--- src/rtl/owrto_pkg.sv ---
package owrto_pkg;

    localparam int BYTE_W = 8;
    localparam int ADDR_W = 7;

    typedef enum logic [2:0] {
        ST_CMD,
        ST_DATA,
        ST_TURN,
        ST_TX,
        ST_BRK,
        ST_RECOV
    } st_e;

    typedef struct packed {
        logic              wr;
        logic [ADDR_W-1:0] addr;
    } cmd_t;

    function automatic cmd_t decode_cmd(input logic [BYTE_W-1:0] b);
        cmd_t c;
        c.wr   = b[BYTE_W-1];
        c.addr = b[ADDR_W-1:0];
        return c;
    endfunction

endpackage

--- src/rtl/owrto_line_mon.sv ---
module owrto_line_mon #(
    parameter int BREAK_CLKS = 19000
) (
    input  logic clk,
    input  logic rst,
    input  logic line_in,
    output logic line_hi,
    output logic fall,
    output logic brk
);
    localparam int CW = $clog2(BREAK_CLKS + 1);
    localparam logic [CW-1:0] BRK_LAST = CW'(BREAK_CLKS - 1);
    localparam logic [CW-1:0] BRK_SAT  = CW'(BREAK_CLKS);

    logic [1:0]    sync_q;
    logic          prev_q;
    logic [CW-1:0] low_cnt;

    always_ff @(posedge clk) begin
        if (rst) begin
            sync_q  <= 2'b11;
            prev_q  <= 1'b1;
            low_cnt <= '0;
        end else begin
            sync_q <= {sync_q[0], line_in};
            prev_q <= sync_q[1];
            if (sync_q[1])
                low_cnt <= '0;
            else if (low_cnt != BRK_SAT)
                low_cnt <= low_cnt + 1'b1;
        end
    end

    assign line_hi = sync_q[1];
    assign fall    = prev_q & ~sync_q[1];
    assign brk     = ~sync_q[1] && (low_cnt == BRK_LAST);


    brk_single_chk: assert property (@(posedge clk) disable iff (rst)
        brk |=> !brk);

endmodule

--- src/rtl/owrto_rx.sv ---
module owrto_rx #(
    parameter int SAMPLE_CLKS = 6000
) (
    input  logic                       clk,
    input  logic                       rst,
    input  logic                       en,
    input  logic                       line_hi,
    input  logic                       fall,
    output logic                       byte_done,
    output logic [owrto_pkg::BYTE_W-1:0] data
);
    localparam int TW = $clog2(SAMPLE_CLKS + 1);
    localparam logic [TW-1:0] SMP_LAST = TW'(SAMPLE_CLKS - 1);

    logic          armed;
    logic [TW-1:0] tmr;
    logic [2:0]    cnt;

    always_ff @(posedge clk) begin
        if (rst) begin
            armed     <= 1'b0;
            tmr       <= '0;
            cnt       <= '0;
            byte_done <= 1'b0;
            data      <= '0;
        end else if (!en) begin
            armed     <= 1'b0;
            tmr       <= '0;
            cnt       <= '0;
            byte_done <= 1'b0;
        end else begin
            byte_done <= 1'b0;
            if (!armed) begin
                if (fall) begin
                    armed <= 1'b1;
                    tmr   <= '0;
                end
            end else if (tmr == SMP_LAST) begin
                armed     <= 1'b0;
                data      <= {line_hi, data[owrto_pkg::BYTE_W-1:1]};
                cnt       <= cnt + 1'b1;
                byte_done <= (cnt == 3'd7);
            end else begin
                tmr <= tmr + 1'b1;
            end
        end
    end


    done_needs_en_chk: assert property (@(posedge clk) disable iff (rst)
        byte_done |-> $past(en));

endmodule

--- src/rtl/owrto_tx.sv ---
module owrto_tx #(
    parameter int TX_LOW_CLKS   = 3000,
    parameter int TX_ZERO_CLKS  = 10000,
    parameter int TX_CYCLE_CLKS = 20000
) (
    input  logic                         clk,
    input  logic                         rst,
    input  logic                         abort,
    input  logic                         start,
    input  logic [owrto_pkg::BYTE_W-1:0] data,
    output logic                         oe,
    output logic                         done
);
    localparam int TW = $clog2(TX_CYCLE_CLKS + 1);
    localparam logic [TW-1:0] LOW_T    = TW'(TX_LOW_CLKS);
    localparam logic [TW-1:0] ZERO_T   = TW'(TX_ZERO_CLKS);
    localparam logic [TW-1:0] CYC_LAST = TW'(TX_CYCLE_CLKS - 1);

    logic                         busy;
    logic [TW-1:0]                tmr;
    logic [2:0]                   idx;
    logic [owrto_pkg::BYTE_W-1:0] shreg;

    always_ff @(posedge clk) begin
        if (rst) begin
            busy  <= 1'b0;
            tmr   <= '0;
            idx   <= '0;
            done  <= 1'b0;
            shreg <= '0;
        end else if (abort) begin
            busy <= 1'b0;
            tmr  <= '0;
            idx  <= '0;
            done <= 1'b0;
        end else begin
            done <= 1'b0;
            if (start && !busy) begin
                busy  <= 1'b1;
                tmr   <= '0;
                idx   <= '0;
                shreg <= data;
            end else if (busy) begin
                if (tmr == CYC_LAST) begin
                    tmr   <= '0;
                    shreg <= {1'b0, shreg[owrto_pkg::BYTE_W-1:1]};
                    idx   <= idx + 1'b1;
                    if (idx == 3'd7) begin
                        busy <= 1'b0;
                        done <= 1'b1;
                    end
                end else begin
                    tmr <= tmr + 1'b1;
                end
            end
        end
    end

    assign oe = busy && ((tmr < LOW_T) || (!shreg[0] && (tmr < ZERO_T)));

endmodule

--- src/rtl/owrto_slave.sv ---
module owrto_slave #(
    parameter int SAMPLE_CLKS   = 6000,
    parameter int BREAK_CLKS    = 19000,
    parameter int RECOV_CLKS    = 4000,
    parameter int TURN_CLKS     = 5000,
    parameter int TX_LOW_CLKS   = 3000,
    parameter int TX_ZERO_CLKS  = 10000,
    parameter int TX_CYCLE_CLKS = 20000
) (
    input  logic       clk,
    input  logic       rst,
    input  logic       line_in,
    output logic       line_oe,
    output logic [6:0] reg_addr,
    output logic [7:0] reg_wdata,
    output logic       reg_we,
    input  logic [7:0] reg_rdata
);
    import owrto_pkg::*;

    localparam int WAIT_MAX = (TURN_CLKS > RECOV_CLKS) ? TURN_CLKS : RECOV_CLKS;
    localparam int WW = $clog2(WAIT_MAX + 1);
    localparam logic [WW-1:0] TURN_LAST  = WW'(TURN_CLKS - 1);
    localparam logic [WW-1:0] RECOV_LAST = WW'(RECOV_CLKS - 1);
    localparam int RW = $clog2(TX_ZERO_CLKS + 2);
    localparam logic [RW-1:0] RUN_SAT = RW'(TX_ZERO_CLKS + 1);

    st_e               state;
    cmd_t              cmd_q;
    logic [WW-1:0]     wt;
    logic              tx_start;
    logic              line_hi, fall, brk;
    logic              rx_done;
    logic [BYTE_W-1:0] rx_byte;
    logic              tx_oe, tx_done;
    logic              rx_en;

    assign rx_en = (state == ST_CMD) || (state == ST_DATA);

    owrto_line_mon #(.BREAK_CLKS(BREAK_CLKS)) mon_i (
        .clk(clk), .rst(rst), .line_in(line_in),
        .line_hi(line_hi), .fall(fall), .brk(brk)
    );

    owrto_rx #(.SAMPLE_CLKS(SAMPLE_CLKS)) rx_i (
        .clk(clk), .rst(rst), .en(rx_en), .line_hi(line_hi), .fall(fall),
        .byte_done(rx_done), .data(rx_byte)
    );

    owrto_tx #(
        .TX_LOW_CLKS(TX_LOW_CLKS), .TX_ZERO_CLKS(TX_ZERO_CLKS),
        .TX_CYCLE_CLKS(TX_CYCLE_CLKS)
    ) tx_i (
        .clk(clk), .rst(rst), .abort(brk), .start(tx_start), .data(reg_rdata),
        .oe(tx_oe), .done(tx_done)
    );

    always_ff @(posedge clk) begin
        if (rst) begin
            state     <= ST_CMD;
            cmd_q     <= '0;
            wt        <= '0;
            reg_we    <= 1'b0;
            reg_wdata <= '0;
            tx_start  <= 1'b0;
        end else begin
            reg_we   <= 1'b0;
            tx_start <= 1'b0;
            if (brk) begin
                state <= ST_BRK;
            end else begin
                case (state)
                    ST_CMD: if (rx_done) begin
                        cmd_q <= decode_cmd(rx_byte);
                        wt    <= '0;
                        state <= decode_cmd(rx_byte).wr ? ST_DATA : ST_TURN;
                    end
                    ST_DATA: if (rx_done) begin
                        reg_wdata <= rx_byte;
                        reg_we    <= 1'b1;
                        state     <= ST_CMD;
                    end
                    ST_TURN: if (wt == TURN_LAST) begin
                        tx_start <= 1'b1;
                        state    <= ST_TX;
                    end else begin
                        wt <= wt + 1'b1;
                    end
                    ST_TX: if (tx_done) state <= ST_CMD;
                    ST_BRK: if (line_hi) begin
                        wt    <= '0;
                        state <= ST_RECOV;
                    end
                    ST_RECOV: if (!line_hi) begin
                        state <= ST_BRK;
                    end else if (wt == RECOV_LAST) begin
                        state <= ST_CMD;
                    end else begin
                        wt <= wt + 1'b1;
                    end
                    default: state <= ST_CMD;
                endcase
            end
        end
    end

    assign line_oe  = tx_oe;
    assign reg_addr = cmd_q.addr;

    // Length of the current low-drive run, for the R5 bound
    logic [RW-1:0] oe_run;
    always_ff @(posedge clk) begin
        if (rst || !line_oe)
            oe_run <= '0;
        else if (oe_run != RUN_SAT)
            oe_run <= oe_run + 1'b1;
    end


    oe_in_tx_chk: assert property (@(posedge clk) disable iff (rst)
        line_oe |-> (state == ST_TX));


    oe_run_chk: assert property (@(posedge clk) disable iff (rst)
        oe_run <= RW'(TX_ZERO_CLKS));


    we_pulse_chk: assert property (@(posedge clk) disable iff (rst)
        reg_we |=> !reg_we);


    we_from_data_chk: assert property (@(posedge clk) disable iff (rst)
        reg_we |-> ($past(state) == ST_DATA));


    no_we_in_tx_chk: assert property (@(posedge clk) disable iff (rst)
        (state == ST_TX) |-> !reg_we);


    brk_abort_chk: assert property (@(posedge clk) disable iff (rst)
        brk |=> ((state == ST_BRK) && !reg_we));

endmodule

--- config.mk ---
export PLATFORM = sky130hd
export DESIGN_NAME = owrto_slave
export DESIGN_NICKNAME = d
export VERILOG_FILES = /design/src/rtl/owrto_pkg.sv /design/src/rtl/owrto_line_mon.sv /design/src/rtl/owrto_rx.sv /design/src/rtl/owrto_tx.sv /design/src/rtl/owrto_slave.sv
export SDC_FILE = /design/constraint.sdc
export NUM_CORES = 1
export LEC_CHECK = 0
export ABC_CLOCK_PERIOD_IN_PS = 2100
export BUFFER_PORTS_ARGS = -buffer_cell sky130_fd_sc_hd__buf_2
export CAP_MARGIN = 20
export CORE_ASPECT_RATIO = 1.75
export CORE_MARGIN = 4
export CORE_UTILIZATION = 61
export DETAILED_ROUTE_END_ITERATION = 12
export GPL_ROUTABILITY_DRIVEN = 0
export GPL_TIMING_DRIVEN = 0
export PLACE_DENSITY = 0.83
export SLEW_MARGIN = 0
export SYNTH_ARGS = -nofsm -noshare
export SYNTH_HDL_FRONTEND = slang
export SYNTH_SLANG_ARGS = --single-unit
--- constraint.sdc ---
create_clock -name clk -period 2.1 [get_ports clk]
set_input_delay 0.105 -clock clk [delete_from_list [all_inputs] [get_ports clk]]
set_output_delay 0.105 -clock clk [all_outputs]
set_load 0.01 [all_outputs]
# After elaboration in Yosys (flattened, before gate mapping)
# Index checks and enable logic that the tools add are counted.
[totals]
inputBits = 11
ff_bits = 105
out_inout_bits = 17
wordCells = 131
[classes]
n_eq_ne = 29
add_sub_neg = 6
magnitude_cmp = 2
n_mux = 33
bitwise = 10
reduce_logical = 31
[op_table]
columns = ["cell", "count"]
rows = [
  ["$mux 13", 8],
  ["$pmux 13 s4", 1],
  ["$add 15x1->15 const B", 2],
  ["$eq 15x15->1 const B", 2],
  ["$add 13x1->13 const B", 2],
  ["$eq 13x13->1 const B", 2],
  ["$mux 3", 8],
  ["$mux 8", 3],
  ["$pmux 3 s6", 1],
  ["$lt 15x12->1 const B", 1],
  ["$lt 15x14->1 const B", 1],
  ["$mux 15", 1],
  ["$ne 15x15->1 const B", 1],
  ["$eq 13x12->1 const B", 1],
  ["$eq 3x3->1 const B", 4],
  ["$ne 3x2->1 const B", 4],
  ["$reduce_and 3->1", 4],
  ["$reduce_and 6->1", 2],
  ["$mux 1", 10],
  ["$ne 2x1->1 const B", 5],
  ["$not 1->1", 9],
  ["$reduce_or 3->1", 3],
  ["$ne 2x2->1 const B", 4],
  ["$reduce_and 7->1", 1],
  ["other kinds (17)", 31],
]

# Longest topological paths before layout
[depth]
ltp_word = 5
depth_mapped = 8
depth_no_buf = 6

# By module
# A second synthesis with hierarchy kept.
[unflattened]
cells_unflattened = 593
hier_area_um2 = 5286.3
[by_module_without_submodules]
columns = ["module", "cells_each", "area_each_um2", "n_inst", "seq_area_each_um2"]
rows = [
  ["owrto_slave", 191, 1730.4, 1, 660.6],
  ["owrto_tx", 155, 1376.3, 1, 560.5],
  ["owrto_rx", 148, 1302.5, 1, 520.5],
  ["owrto_line_mon", 99, 877.1, 1, 360.3],
]

# Least setup slack after synthesis
# No wires, ideal clock.
[synth_timing]
path_kind = "register -> register"
from = "reg wt[0]"
to = "reg wt[7]"
setup_slack_ns = 0.216
arrival_ns = 1.767
synth_period_minus_slack_ns = 1.884
n_path_buf = 0
setup_ns = 0.117
stages_incl_launch_ff = 7
t_required_ns = 1.983
cell_sequence = "dfxtp_1 ha_1 nand2b_1 nor4_1 a21o_1 nor3_1 a32o_1"
[synth_via]
elab_chain_len = 4
elab_cells_between_ends = 10
cone_classes = "1 x add/sub; 4 x eq/ne; 4 x mux; 1 x reduce/logical"
[synth_rtl]
columns = ["item", "line_no", "rtl"]
rows = [
  ["from (decl)", "owrto_slave.sv:30", "logic [WW-1:0] wt;"],
  ["from (signal assigned)", "owrto_slave.sv:87", "wt <= wt + 1'b1;"],
  ["from (signal assigned)", "owrto_slave.sv:99", "wt <= wt + 1'b1;"],
  ["$add 13x1->13", "owrto_slave.sv:87, owrto_slave.sv:99", ""],
  ["$mux 13", "owrto_slave.sv:96", "end else if (wt == RECOV_LAST) begin"],
  ["$mux 13", "owrto_slave.sv:94", "ST_RECOV: if (!line_hi) begin"],
  ["$pmux 13 s4", "owrto_slave.sv:72", "case (state)"],
]
# Parallel ways exist; a longest one is shown, timed or not. The select of a mux whose other input is x is not followed.
# A chain may end at the register's enable or synchronous reset.

# Worst setup path after layout
[layout_timing]
from = "reg mon_i.low_cnt[6]"
to = "reg cmd_q (netlist bit reg_addr[1])"
[layout_via]
elab_chain_len = 4
[layout_rtl]
columns = ["item", "line_no", "rtl"]
rows = [
  ["from (decl)", "owrto_line_mon.sv:17", "logic [CW-1:0] low_cnt;"],
  ["from (signal assigned)", "owrto_line_mon.sv:30", "low_cnt <= low_cnt + 1'b1;"],
  ["$eq 15x15->1", "owrto_line_mon.sv:36", "assign brk = ~sync_q[1] && (low_cnt == BRK_LAST);"],
  ["$logic_and 1x1->1", "owrto_line_mon.sv:36", ""],
  ["$not 1->1 (no line)", "--", ""],
  ["$reduce_and 3->1 (no line)", "--", ""],
  ["to (signal assigned)", "owrto_slave.sv:74", "cmd_q <= decode_cmd(rx_byte);"],
  ["to (decl)", "owrto_slave.sv:29", "cmd_t cmd_q;"],
]
# No other way between the ends.

==> reports/results.tsv <==
metric	value	unit
cp.required	2310	ps
cts_buffers	9	
fp.dieW	76.1	um
crit_path_end_kind	flip-flop	
dp_cells	658	
synth_edf_count	0	
drt_iter0_markers	227	
outcome	finished, final reports clean	
syn_area_per_cell	9.14	um^2
remaining_drc_errors	0	
crit_top_cell	buf_6	
row_count	43	
dpl_cell_area	5200	um^2
min_from	reg_rdata[7]	
ant_nets	0	
viasPerCell	6.16	
syn_area	4950	um^2
yosys_warnings	0	
pre_cts_ws	-292	ps
root_buffer	clkbuf_16	
dr.pass1.iters	5	
grt_pass1_wl	18400	um
vdd_drop_max	650	uV
pwr-share-clk	43.4	%
layout_commonest_cell	dfxtp_1	
grt_max_degree	20	
fin_crit	2030	ps
cts_num_sinks	105	
io_buffer_count	26	
p_total	3.68	mW
arrival	2240	ps
timing.final.max_slew_violations	0	
p_leak	2.10	nW
drive_above_1_share	15.9	%
yosysTopAreaCell	dfxtp_1	
final_cell_area	5660	um^2
ys_ff_latch	105	
r2r-start	mon_i.low_cnt[6]	
pwr_density_cell	651	nW/um^2
vias	4162	
slowest_delay	430	ps
seqPwrFrac	54.3	%
relSlewSlack	56.7	%
coreArea	7910	um^2
start_kind	flip-flop	
final_util	71.6	%
timing.rr.end	reg_addr[1]	
hold_class	in -> reg	
setup_viol	0	
maxCapViolCount	0	
ys_types	67	
r2r_cells	7	
crit_chain	or3_4, or4_4, buf_6, and4b_1, buf_6, mux2i_1, nor2_1	
antenna_found_initial	0	
fin_nets	601	
dieArea	9680	um^2
cpMaxStageDelayCell	or4_4	
tns	0	ps
track_usage	22.6	%
synth_cells	542	
finalHoldViolCount	0	
antennaDiodeCount	0	
gr-total-overflow	0	
cts_tree	built	
synthFlopType	dfxtp_1	
start_util	62.6	%
fin_ws	74.9	ps
period_share	96.4	%
r2r_setup_slack	70	ps
syn2layout_area_growth	14.2	%
cts_buffer_depth	2	
async_reset_ff_share	0	%
holdWs	39.4	ps
holdPathEnd	tx_i.shreg[7]	
whs_path_depth	3	
worstMarginPinSlew	643	ps
grt_pass1_vias	4176	
ys_seq_area_share	42.4	%
internal_power	2.85	mW
wl_per_cell	16.3	um
clkTransAtPathRegs	70	ps
fin_cells	676	
fmax	0.494	GHz
path_class	reg -> reg	
clock_latency	350	ps
final_cell_mix	dfxtp_1, nor2_1, mux2i_1, nand2_1, buf_2	
dieHeight	127	um
p_sw	0.839	mW
p_comb_share	2.3	%
critPathMaxFanout	10	
finClkSkew	6.08	ps
p_sw_share	22.8	%
netlist_top_cells_area	dfxtp_1, mux2i_1, nor2_1, xor2_1, xnor2_1	
htree_levels	3	
synth_top_area_share	42.4	%
wirelength	11000	um
hpwl	7910	um
syn_nets	562	
ioPinCount	28	
-- power groups by stage --
stage	logic, mW	registers [mW]	clock network [mW]
2_1_floorplan	0.0535	2.04	0
3_3_place_gp	0.0805	2.04	0
3_5_place_dp	0.0834	2.04	0
4_1_cts	0.0845	2.00	1.62
5_1_grt	0.0933	2.00	1.70
6_report	0.0847	2.00	1.60
-- synthesized netlist by cell type, types with 3 or more instances --
cell type	instances
a32o_1	4
nand3b_1	5
nand3_1	22
mux2i_1	34
nand4bb_1	3
a21oi_1	18
a211oi_1	8
nand4_1	12
xor2_1	22
o41ai_1	8
o311ai_1	4
nand4b_1	3
clkbuf_1	20
o31ai_1	3
ha_1	9
and4_1	5
nand2b_1	4
nand2_1	33
inv_1	8
a211oi_2	3
nor2b_1	8
nor3b_1	4
nor3_1	10
nor4_1	6
and2_1	5
dfxtp_1	105
xnor2_1	17
and3_1	11
o21ai_1	7
or2_2	4
nor2_1	89
-- how the worst max path moves through the flow --
| stage | slack [ps] | from | to |
|---|---|---|---|
| 2_1_floorplan | 220 | wt[0] | wt[7] |
| 3_3_place_gp | -260 | wt[0] | wt[7] |
| 3_5_place_dp | -290 | wt[0] | wt[7] |
| 4_1_cts | 3 | mon_i.low_cnt[0] | reg_addr[1] |
| 5_1_grt | -20 | state[2] | wt[3] |
| 6_report | 70 | mon_i.low_cnt[6] | reg_addr[1] |
-- cell families after synthesis --
logic type,Yosys count,synth area share (%)
compound gates,78,12.6
buf+inv,35,3.16
flops,105,42.4
simple gates,241,25.5
xor+xnor,39,6.90
mux,35,7.10
fa+ha+maj,9,2.27
-- layer usage --
metal / global-route usage [%] / vias up / part of all wire, %
li1: - / 2033 / -
met1: 22.6 / 1992 / 37
met2: 44.1 / 111 / 57
met3: 3.95 / 26 / 2.9
met4: 10.6 / 0 / 2.6
met5: 0 / - / 0
-- registers in the layout, summed over array words and instances, names as in the netlist, 2 cells and up --
register and count:
tx_i.idx 3, mon_i.low_cnt 15, rx_i.cnt 3, reg_addr 7
rx_i.data 8, mon_i.sync_q 2, reg_wdata 8, state 3
wt 13, tx_i.shreg 8, rx_i.tmr 13, tx_i.tmr 15
-- layout make-up --
class                      count  area (um^2)
multi-input combinational    402         2830
fill                         558         2250
sequential                   105         2110
clock buffer                   9          225
timing repair buffer          30          160
buffer                        25          133
tap                           90          113
clock inverter                 7         58.8
inverter                       8         30.0
-- critical path, delay by kind of cell (launching register included) --
family | cells | cell delay, ps
buf+inv | 2 | 310
flops | 1 | 340
mux | 1 | 150
simple gates | 4 | 1090
-- repair_timing --
action | in CTS | in global routing
buffers inserted | 0 | 2
gates resized for setup | 10 | 25
gates cloned | 0 | 1
pin swaps | 2 | 1
hold buffers | 1 | 0
setup endpoints to repair | 48 | 68
hold endpoints to repair | 1 | 0
Power figures use the tool's default switching activity.
